**src/rtl/i2c_rs_pkg.sv**
```systemverilog
package i2c_rs_pkg;
  localparam int BYTE_W = 8;
  localparam int CNT_W  = 4;

  // bit counter landmarks within one byte slot
  localparam logic [CNT_W-1:0] CNT_FULL = CNT_W'(BYTE_W);      // eight bits moved
  localparam logic [CNT_W-1:0] CNT_ACK  = CNT_W'(BYTE_W + 1);  // inside ninth bit
  localparam logic [CNT_W-1:0] CNT_LAST = CNT_W'(BYTE_W - 1);

  typedef enum logic [2:0] {
    PH_IDLE,
    PH_DEVADR,
    PH_INDEX,
    PH_WDATA,
    PH_RDATA
  } phase_t;
endpackage

```
**src/rtl/i2c_rs_line.sv**
```systemverilog
// Synchronises the bus lines and derives edge / condition events.
module i2c_rs_line #(
  parameter int SYNC_STAGES = 2   // must be 2 or more
) (
  input  logic clk,
  input  logic rst,
  input  logic scl_i,
  input  logic sda_i,
  output logic sda_s,
  output logic scl_rise,
  output logic scl_fall,
  output logic start_det,
  output logic stop_det
);
  logic [SYNC_STAGES-1:0] scl_sh, sda_sh;
  logic scl_q, sda_q;
  logic scl_now, sda_now;

  always_ff @(posedge clk) begin
    if (rst) begin
      scl_sh <= '1;
      sda_sh <= '1;
      scl_q  <= 1'b1;
      sda_q  <= 1'b1;
    end else begin
      scl_sh <= {scl_sh[SYNC_STAGES-2:0], scl_i};
      sda_sh <= {sda_sh[SYNC_STAGES-2:0], sda_i};
      scl_q  <= scl_now;
      sda_q  <= sda_now;
    end
  end

  assign scl_now   = scl_sh[SYNC_STAGES-1];
  assign sda_now   = sda_sh[SYNC_STAGES-1];
  assign sda_s     = sda_now;
  assign scl_rise  = scl_now & ~scl_q;
  assign scl_fall  = ~scl_now & scl_q;
  assign start_det = scl_now & scl_q & sda_q & ~sda_now;
  assign stop_det  = scl_now & scl_q & ~sda_q & sda_now;
endmodule

```
**src/rtl/i2c_rs_index.sv**
```systemverilog
// Indirect register index with wrap, plus memory of the last written entry.
module i2c_rs_index #(
  parameter int IDX_W = 7
) (
  input  logic             clk,
  input  logic             rst,
  input  logic             load,
  input  logic [IDX_W-1:0] load_val,
  input  logic             restore,
  input  logic             wr_done,
  input  logic             step,
  output logic [IDX_W-1:0] idx
);
  localparam logic [IDX_W-1:0] ONE = IDX_W'(1);

  logic [IDX_W-1:0] last_wr;
  logic             wr_pend;

  always_ff @(posedge clk) begin
    if (rst) begin
      idx     <= '0;
      last_wr <= '0;
      wr_pend <= 1'b0;
    end else if (load) begin
      idx     <= load_val;
      wr_pend <= 1'b0;
    end else if (restore) begin
      if (wr_pend) idx <= last_wr;
      wr_pend <= 1'b0;
    end else if (wr_done) begin
      last_wr <= idx;
      wr_pend <= 1'b1;
      idx     <= idx + ONE;
    end else if (step) begin
      idx     <= idx + ONE;
    end
  end
endmodule

```
**src/rtl/i2c_rs_fsm.sv**
```systemverilog
// Byte sequencing: address match, index capture, data write and data read.
module i2c_rs_fsm
  import i2c_rs_pkg::*;
#(
  parameter logic [6:0] DEV_ADDR = 7'h4C,
  parameter int         IDX_W    = 7
) (
  input  logic              clk,
  input  logic              rst,
  input  logic              sda_s,
  input  logic              scl_rise,
  input  logic              scl_fall,
  input  logic              start_det,
  input  logic              stop_det,
  input  logic              reg_defined,
  input  logic [BYTE_W-1:0] reg_rdata,
  output logic              sda_oe,
  output logic              reg_we,
  output logic [BYTE_W-1:0] reg_wdata,
  output logic              idx_load,
  output logic [IDX_W-1:0]  idx_load_val,
  output logic              idx_restore,
  output logic              idx_step
);
  phase_t             phase;
  logic [CNT_W-1:0]   cnt;
  logic [BYTE_W-1:0]  rx;
  logic [BYTE_W-2:0]  tx;
  logic               rw;
  logic               mack;

  always_ff @(posedge clk) begin
    if (rst) begin
      phase        <= PH_IDLE;
      cnt          <= '0;
      rx           <= '0;
      tx           <= '1;
      rw           <= 1'b0;
      mack         <= 1'b1;
      sda_oe       <= 1'b0;
      reg_we       <= 1'b0;
      reg_wdata    <= '0;
      idx_load     <= 1'b0;
      idx_load_val <= '0;
      idx_restore  <= 1'b0;
      idx_step     <= 1'b0;
    end else begin
      reg_we      <= 1'b0;
      idx_load    <= 1'b0;
      idx_restore <= 1'b0;
      idx_step    <= 1'b0;
      if (start_det) begin
        phase  <= PH_DEVADR;
        cnt    <= '0;
        sda_oe <= 1'b0;
      end else if (stop_det) begin
        phase  <= PH_IDLE;
        cnt    <= '0;
        sda_oe <= 1'b0;
      end else begin
        case (phase)
          PH_DEVADR, PH_INDEX, PH_WDATA: begin
            if (scl_rise && cnt < CNT_FULL) begin
              rx  <= {rx[BYTE_W-2:0], sda_s};
              cnt <= cnt + 1'b1;
              if (phase == PH_INDEX && cnt == CNT_LAST) begin
                idx_load     <= 1'b1;
                idx_load_val <= {rx[IDX_W-2:0], sda_s};
              end
            end else if (scl_fall && cnt == CNT_FULL) begin
              cnt <= CNT_ACK;
              case (phase)
                PH_DEVADR: begin
                  if (rx[BYTE_W-1:1] == DEV_ADDR) begin
                    sda_oe <= 1'b1;
                    rw     <= rx[0];
                    if (rx[0]) idx_restore <= 1'b1;
                  end else begin
                    phase <= PH_IDLE;
                  end
                end
                PH_INDEX: sda_oe <= reg_defined;
                default: begin
                  if (reg_defined) begin
                    sda_oe    <= 1'b1;
                    reg_we    <= 1'b1;
                    reg_wdata <= rx;
                  end
                end
              endcase
            end else if (scl_fall && cnt == CNT_ACK) begin
              cnt    <= '0;
              sda_oe <= 1'b0;
              if (phase == PH_DEVADR) begin
                if (rw) begin
                  phase  <= PH_RDATA;
                  tx     <= reg_rdata[BYTE_W-2:0];
                  sda_oe <= ~reg_rdata[BYTE_W-1];
                end else begin
                  phase <= PH_INDEX;
                end
              end else if (phase == PH_INDEX) begin
                phase <= PH_WDATA;
              end
            end
          end
          PH_RDATA: begin
            if (scl_rise && cnt < CNT_FULL) begin
              cnt <= cnt + 1'b1;
            end else if (scl_rise && cnt == CNT_ACK) begin
              mack     <= sda_s;
              idx_step <= 1'b1;
            end else if (scl_fall && cnt == CNT_FULL) begin
              sda_oe <= 1'b0;
              cnt    <= CNT_ACK;
            end else if (scl_fall && cnt == CNT_ACK) begin
              if (!mack) begin
                tx     <= reg_rdata[BYTE_W-2:0];
                sda_oe <= ~reg_rdata[BYTE_W-1];
                cnt    <= '0;
              end else begin
                phase <= PH_IDLE;
                cnt   <= '0;
              end
            end else if (scl_fall && cnt != '0) begin
              sda_oe <= ~tx[BYTE_W-2];
              tx     <= {tx[BYTE_W-3:0], 1'b1};
            end
          end
          default: ;
        endcase
      end
    end
  end
endmodule

```
**src/rtl/i2c_reg_slave.sv**
```systemverilog
module i2c_reg_slave
  import i2c_rs_pkg::*;
#(
  parameter logic [6:0] DEV_ADDR    = 7'h4C,
  parameter int         IDX_W       = 7,
  parameter int         SYNC_STAGES = 2
) (
  input  logic              clk,
  input  logic              rst,
  input  logic              scl_i,
  input  logic              sda_i,
  output logic              sda_oe,
  output logic [IDX_W-1:0]  reg_addr,
  output logic [BYTE_W-1:0] reg_wdata,
  output logic              reg_we,
  input  logic [BYTE_W-1:0] reg_rdata,
  input  logic              reg_defined
);
  logic sda_s, scl_rise, scl_fall, start_det, stop_det;
  logic idx_load, idx_restore, idx_step;
  logic [IDX_W-1:0] idx_load_val;

  i2c_rs_line #(.SYNC_STAGES(SYNC_STAGES)) u_line (
    .clk(clk), .rst(rst), .scl_i(scl_i), .sda_i(sda_i),
    .sda_s(sda_s), .scl_rise(scl_rise), .scl_fall(scl_fall),
    .start_det(start_det), .stop_det(stop_det)
  );

  i2c_rs_fsm #(.DEV_ADDR(DEV_ADDR), .IDX_W(IDX_W)) u_fsm (
    .clk(clk), .rst(rst), .sda_s(sda_s), .scl_rise(scl_rise),
    .scl_fall(scl_fall), .start_det(start_det), .stop_det(stop_det),
    .reg_defined(reg_defined), .reg_rdata(reg_rdata), .sda_oe(sda_oe),
    .reg_we(reg_we), .reg_wdata(reg_wdata), .idx_load(idx_load),
    .idx_load_val(idx_load_val), .idx_restore(idx_restore),
    .idx_step(idx_step)
  );

  i2c_rs_index #(.IDX_W(IDX_W)) u_index (
    .clk(clk), .rst(rst), .load(idx_load), .load_val(idx_load_val),
    .restore(idx_restore), .wr_done(reg_we), .step(idx_step),
    .idx(reg_addr)
  );
endmodule

```
**config.mk**
```make
export PLATFORM = sky130hd
export DESIGN_NAME = i2c_reg_slave
export DESIGN_NICKNAME = d
export VERILOG_FILES = /design/src/rtl/i2c_rs_pkg.sv /design/src/rtl/i2c_rs_line.sv /design/src/rtl/i2c_rs_index.sv /design/src/rtl/i2c_rs_fsm.sv /design/src/rtl/i2c_reg_slave.sv
export SDC_FILE = /design/constraint.sdc
export NUM_CORES = 1
export LEC_CHECK = 0
export BUFFER_PORTS_ARGS = -buffer_cell sky130_fd_sc_hd__buf_4
export CORE_ASPECT_RATIO = 1.1
export CORE_MARGIN = 1
export CORE_UTILIZATION = 40
export CTS_CLUSTER_SIZE = 40
export DETAILED_ROUTE_END_ITERATION = 16
export REMOVE_ABC_BUFFERS = 1
export SYNTH_ARGS = -nofsm -noshare
export SYNTH_HDL_FRONTEND = slang
export SYNTH_SLANG_ARGS = --single-unit
export TNS_END_PERCENT = 5
```
**constraint.sdc**
```tcl
create_clock -name clk -period 2.3 [get_ports clk]
set_input_delay 0.46 -clock clk [delete_from_list [all_inputs] [get_ports clk]]
set_output_delay 0.46 -clock clk [all_outputs]
set_load 0.02 [all_outputs]
```
==> flow_summary.ini, run 1 <==
[setup_path]
crit_family = simple AND/OR/NAND/NOR gates
timing.critical_path.from = u_fsm.cnt[1]
r2r.worst_path.cells = 7
path_buf_inv = 1
path_max_fanout = 7
cp.required_ps = 2510
r2r_start = u_fsm.cnt[1]
arrival_ps = 2200
reg2reg_to = u_fsm.tx[0]
reg2reg_setup_slack_ps = 320
worstPathCellList = inv_1, ha_1, nand3b_1, nor3_1, o22ai_2, or3_1, mux2i_1
cp_slowest_cell = or3_1
slowest_delay_ps = 470
cp-start-kind = flip-flop
path_class = reg -> reg
endpoint_kind = flip-flop

[sta]
maxSlewViolCount = 0
fin_tns_setup_ps = 0
setup_slack_ps = 317
min_period_ps = 1980
clock_skew_ps = 11.1
min_period_over_period_pct = 86.2
maxSlewHeadroom_pct = 54.1
rsz0062_at_grt = false
finalHoldViolCount = 0
hold_ws_ps = 308
fmax_mhz = 504
setup-violations-final = 0
worst_pin_slew_ps = 684

[min_path]
hold_class = in -> reg
whs_path_depth = 2
hold_path_end = u_line.scl_sh[0]
hold_start = scl_i

[die]
ios = 30
die_h_um = 95.6
dieArea_um2 = 8320
die_w_um = 87.1
core_um2 = 7600
fp-row-count = 33
start_util_pct = 41.9

[clock_tree]
clockBufferDepth = 2
cts-hold-fix-buffers = 0
clock-sinks = 65
clk_pin_slew_ps = 70
cts_tree = done
cts_made_buffers = 9
clockRootBuffer = clkbuf_8
post_cts_buffers = 0
htreeDepth = 3
clock_latency_ps = 340
cts_resized = 0

[synth]
ys_ff_latch = 65
syn_area_um2 = 3190
synthCells = 374
synth_edf_count = 0
ys_seq_area_share_pct = 40.8
synth-async-reset-ratio_pct = 0
synth_flop_cell = dfxtp_1
syn_area_per_cell_um2 = 8.52
synthDistinctLibCells = 54
yosys_warnings = 0

[cells_and_area]
fillers = 767
final_common_cell = dfxtp_1
fin_nets = 420
drive_gt1_share_pct = 19.1
antenna_cells = 0
final_util_pct = 49.4
fin_cells = 513
synthToLayoutAreaGrowth_pct = 17.9
fin_area_um2 = 3760
final_cell_mix = 65 x dfxtp_1, 52 x nor2_1, 41 x buf_4, 32 x mux2i_1, 25 x nand2_1

[placement]
gp_congestion = 0.892
dp_hpwl_um = 5030
port_buffers = 29
dp_cells = 497
dpl_worst_slack_ps = 349
placed_area_um2 = 3530

[route]
first_pass_iters = 8
drt_drc_violations_left = 0
routed_via_density = 5.42
vias = 2780
wl_per_cell_um = 14.2
drt_wl_total_um = 7300
drtIter0Drc = 122
postRouteAntennaNets = 0

[power_and_ir_drop]
p_sw_uw = 739
p_per_area_nw_per_um2 = 714
leakage_nw = 1.47
clkPwrFrac_pct = 40.9
finalPower_mw = 2.68
power_frac_comb_pct = 14.2
intPower_mw = 1.94
p_sw_share_pct = 27.6
p_seq_share_pct = 44.9
vdd_drop_max_mv = 0.304

[job]
drv_cap = 0

[global_routing]
antenna_found_initial = 0
grt_max_degree = 57
grt_pass1_vias = 2481
grt_pass1_wl_um = 11700
track_usage_pct = 18.3
grt_overflow = 0

[status]
outcome = complete, no violations
==> metal layers <==
| metal | track usage [%] | up-vias | wire length [um] |
|---|---|---|---|
| met3 | 3.12 | 18 | 228 |
| met1 | 23.2 | 1295 | 3470 |
| li1 | - | 1396 | - |
| met2 | 28.9 | 71 | 3380 |
| met4 | 11.5 | 0 | 231 |
| met5 | 0 | - | 0 |
==> flip-flops by register name (all words and copies together) (netlist names), 3 cells and up <==
| register | cells |
|---|---|
| u_index.last_wr | 7 |
| u_fsm.phase | 3 |
| u_fsm.reg_wdata | 8 |
| u_index.idx | 7 |
| u_fsm.tx | 7 |
| u_fsm.rx | 8 |
| u_fsm.idx_load_val | 7 |
| u_fsm.cnt | 4 |
==> synth_stat cells, types with 2 or more instances <==
cell type,n,area share (%)
o21ai_0,17,2.7
nand3b_1,3,0.71
a31oi_1,4,0.79
nand2b_1,4,0.79
nor2_1,52,6.1
or3b_2,4,1.1
mux2i_1,32,10
dfxtp_1,65,41
nand4_1,4,0.79
and3_1,5,0.98
nor4bb_1,2,0.63
nand2_1,25,2.9
inv_1,15,1.8
ha_1,4,1.6
o21bai_1,2,0.47
or2_2,7,1.4
o21a_1,4,0.94
nor3b_1,3,0.71
clkbuf_1,15,1.8
o211ai_1,13,3.1
nor4_1,8,1.6
a211oi_1,5,1.2
nor3b_2,3,1.2
xnor2_1,4,1.1
a22o_1,4,1.1
buf_2,6,0.94
or3_1,2,0.39
a21oi_1,22,3.5
nand3_1,5,0.79
nor3_1,8,1.3
o21ai_1,4,0.63
==> cell families after synthesis <==
kind of cell	Yosys count	share of synthesized area, %
AOI/OAI and AO/OA	88	18.0
xor gates and xnor gates	4	1.10
adders and majority gates	4	1.57
buffers and inverters	39	4.95
DFF	65	40.8
muxes	33	10.4
and+or+nand+nor	141	23.1
==> how the worst max path moves through the flow <==
stage	end	depth (start not counted)	slack, ps
floorplan	u_fsm.tx[0]	5	260
global route	u_fsm.tx[1]	6	150
finish	u_fsm.tx[0]	7	320
global placement	u_fsm.sda_oe	6	390
CTS	u_fsm.tx[0]	7	340
detailed placement	u_fsm.tx[0]	7	350
==> power by group through the flow <==
| stage | combinational (mW) | clock [mW] | sequential, mW |
|---|---|---|---|
| floorplan | 0.259 | 0 | 1.21 |
| global placement | 0.376 | 0 | 1.23 |
| detailed placement | 0.375 | 0 | 1.23 |
| CTS | 0.376 | 1.12 | 1.20 |
| global route | 0.411 | 1.18 | 1.21 |
| finish | 0.381 | 1.10 | 1.20 |
==> area by class of cell <==
cell class | instances | area [um^2] | share of cell area, %
Clock buffer | 10 | 138 | 3.66
Tap cell | 105 | 131 | 3.50
Timing Repair Buffer | 41 | 308 | 8.19
Clock inverter | 6 | 91.3 | 2.43
Sequential cell | 65 | 1300 | 34.6
Multi-Input combinational cell | 270 | 1730 | 46.0
Inverter | 16 | 60.1 | 1.60
(Power assumes the default switching activity.)
==> run 2: changes to the inputs <==
--- a/config.mk
+++ b/config.mk
@@ -7,12 +7,13 @@
 export LEC_CHECK = 0
 export BUFFER_PORTS_ARGS = -buffer_cell sky130_fd_sc_hd__buf_4
 export CORE_ASPECT_RATIO = 1.1
-export CORE_MARGIN = 1
 export CORE_UTILIZATION = 40
 export CTS_CLUSTER_SIZE = 40
 export DETAILED_ROUTE_END_ITERATION = 16
+export GPL_TIMING_DRIVEN = 0
 export REMOVE_ABC_BUFFERS = 1
 export SYNTH_ARGS = -nofsm -noshare
 export SYNTH_HDL_FRONTEND = slang
+export SYNTH_HIERARCHICAL = 1
 export SYNTH_SLANG_ARGS = --single-unit
 export TNS_END_PERCENT = 5
==> flow_summary.ini, run 2 <==
[synth]
syn_area_per_cell_um2 = 9.23
synth_common_cells = 65 x dfxtp_1, 55 x nor2_1, 36 x mux2i_1, 17 x nand2_1, 15 x a21oi_1
synth_top_area_share_pct = 40.5
synthTopCellsByArea = dfxtp_1 41%, mux2i_1 11%, nor2_1 6.4%
synthDistinctLibCells = 61
synthCells = 348
netlist.top_cell.by_area = dfxtp_1
ys_seq_area_share_pct = 40.5
synth.most_common_cell = dfxtp_1
syn_area_um2 = 3210
ys_ff_latch = 65
synth_edf_count = 0
synth-async-reset-ratio_pct = 0
synth_flop_cell = dfxtp_1
yosys_warnings = 6

[placement]
placed_area_um2 = 3410
dp_hpwl_um = 4390
dp_cells = 459
gp_congestion = 0.824
dpl_worst_slack_ps = 8.61
port_buffers = 29

[cells_and_area]
fin_nets = 382
fin_area_um2 = 3600
final_common_cell = dfxtp_1
antenna_cells = 0
fillers = 759
top_regs = u_fsm/reg_wdata: 8 flops, u_fsm/rx: 8 flops
final_cell_mix = 65 x dfxtp_1, 55 x nor2_1, 36 x mux2i_1, 29 x buf_4, 17 x nand2_1
drive_gt1_share_pct = 20.0
fin_cells = 475
synthToLayoutAreaGrowth_pct = 12.3

[sta]
maxSlewViolCount = 0
fin_tns_setup_ps = 0
fmax_mhz = 474
min_period_over_period_pct = 91.7
setup_slack_ps = 192
clock_skew_ps = 13.8
worst_pin_slew_ps = 663
min_period_ps = 2110
setup-violations-final = 0
rsz0062_at_grt = false
maxSlewHeadroom_pct = 55.8
finalHoldViolCount = 0

[power_and_ir_drop]
vdd_drop_max_mv = 0.328
finalPower_mw = 2.39
p_per_area_nw_per_um2 = 662
leakage_nw = 1.30

[clock_tree]
clock_latency_ps = 340
post_cts_buffers = 0
clockBufferDepth = 2
cts_made_buffers = 9
clk_pin_slew_ps = 70
clock-sinks = 65
clockRootBuffer = clkbuf_8
htreeDepth = 3
cts_tree = done

[route]
routed_via_density = 5.21
drt-met1-wl_um = 3250
drt_drc_violations_left = 0
first_pass_iters = 4
wl_per_cell_um = 13.6
wl_met2_um = 2920
dr_wl_met3_um = 201
drt_wl_total_um = 6480
vias = 2477
drtIter0Drc = 90
highest_layer = met4
postRouteAntennaNets = 0

[global_routing]
grt_pass1_wl_um = 10800
antenna_found_initial = 0
grt_max_degree = 68
grt_overflow = 0
grt_pass1_vias = 2323
track_usage_pct = 16.9

[die]
ios = 30
core_um2 = 7600
start_util_pct = 42.3
die_h_um = 96.0
die_w_um = 87.4
dieArea_um2 = 8390
fp-row-count = 33

[min_path]
hold_class = in -> reg

[status]
outcome = complete, no violations

[setup_path]
cp.required_ps = 2520
slowest_delay_ps = 410
worstPathCellList = nor2b_1, and4b_2, nand3_2, o21ai_2, a21boi_4, mux2i_1, nor2_1
path_class = reg -> reg
path_buf_inv = 0
arrival_ps = 2320
cp-start-kind = flip-flop
endpoint_kind = flip-flop
cp_slowest_cell = and4b_2
path_max_fanout = 6
crit_family = simple AND/OR/NAND/NOR gates

[job]
drv_cap = 0
## run 2: changes by cell type after synthesis, moves of 5 or more
cell      delta
or2_1        +7
buf_6        +5
mux2_1       +6
nor4_1       -6
nand2_1      -8
o211ai_1     -8
inv_1        -7
o21ai_0      -7
a21oi_1      -7
or2_2        -5
clkbuf_1     -8
## run 2: cells by family after synthesis
family	synth area share, %
XOR/XNOR	0.546
adder cells (fa/ha/maj)	1.56
multiplexers	13.3
AO/OA/AOI/OAI	13.5
buffers and inverters	5.73
AND/OR/NAND/NOR	24.8
flip-flops	40.5
## run 2: final timing paths
check	start	to	slack [ps]	depth (start not counted)
worst min-delay path	scl_i	u_line/scl_sh[0]	300	2
worst max register to register	u_line/scl_q	u_fsm/phase[2]	190	7
worst min register to register	u_line/scl_sh[0]	u_line/scl_sh[1]	410	1
worst max-delay path	u_line/scl_q	u_fsm/phase[2]	190	7
## run 2: routing by layer
layer / up-vias / global-route usage (%)
met2: 39 / 24.9
met1: 1163 / 22.8
met5: - / 0
met4: 0 / 7.79
li1: 1267 / -
met3: 8 / 4.80
## run 2: area by class of cell
cell class                 instances  area [um^2]  share of cell area (%)
inverter                           9         33.8                   0.937
multi-input combinational        251         1750                    48.6
tap                              105          131                    3.64
timing repair buffer              29          218                    6.04
sequential                        65         1300                    36.1
clock inverter                     7         46.3                    1.28
clock buffer                       9          124                    3.44
## run 2: repair_timing
| action | in CTS | in global routing |
|---|---|---|
| hold buffers | 0 | 0 |
| setup endpoints to repair | 2 | 8 |
| resized for setup | 1 | 5 |
## run 2: stage by stage
stage                     util (%)  hold slack (ps)
final                         47.4              296
after global routing          47.4              297
after CTS                     47.2              279
after detailed placement      44.9              393
after global placement        44.9              387
after floorplan                  -              383
## run 2: power by group
part	internal, mW	switching [mW]	total, mW
Clock	0.390	0.455	0.845
Combinational	0.156	0.189	0.346
Sequential	1.14	0.0512	1.20
Total	1.69	0.695	2.39
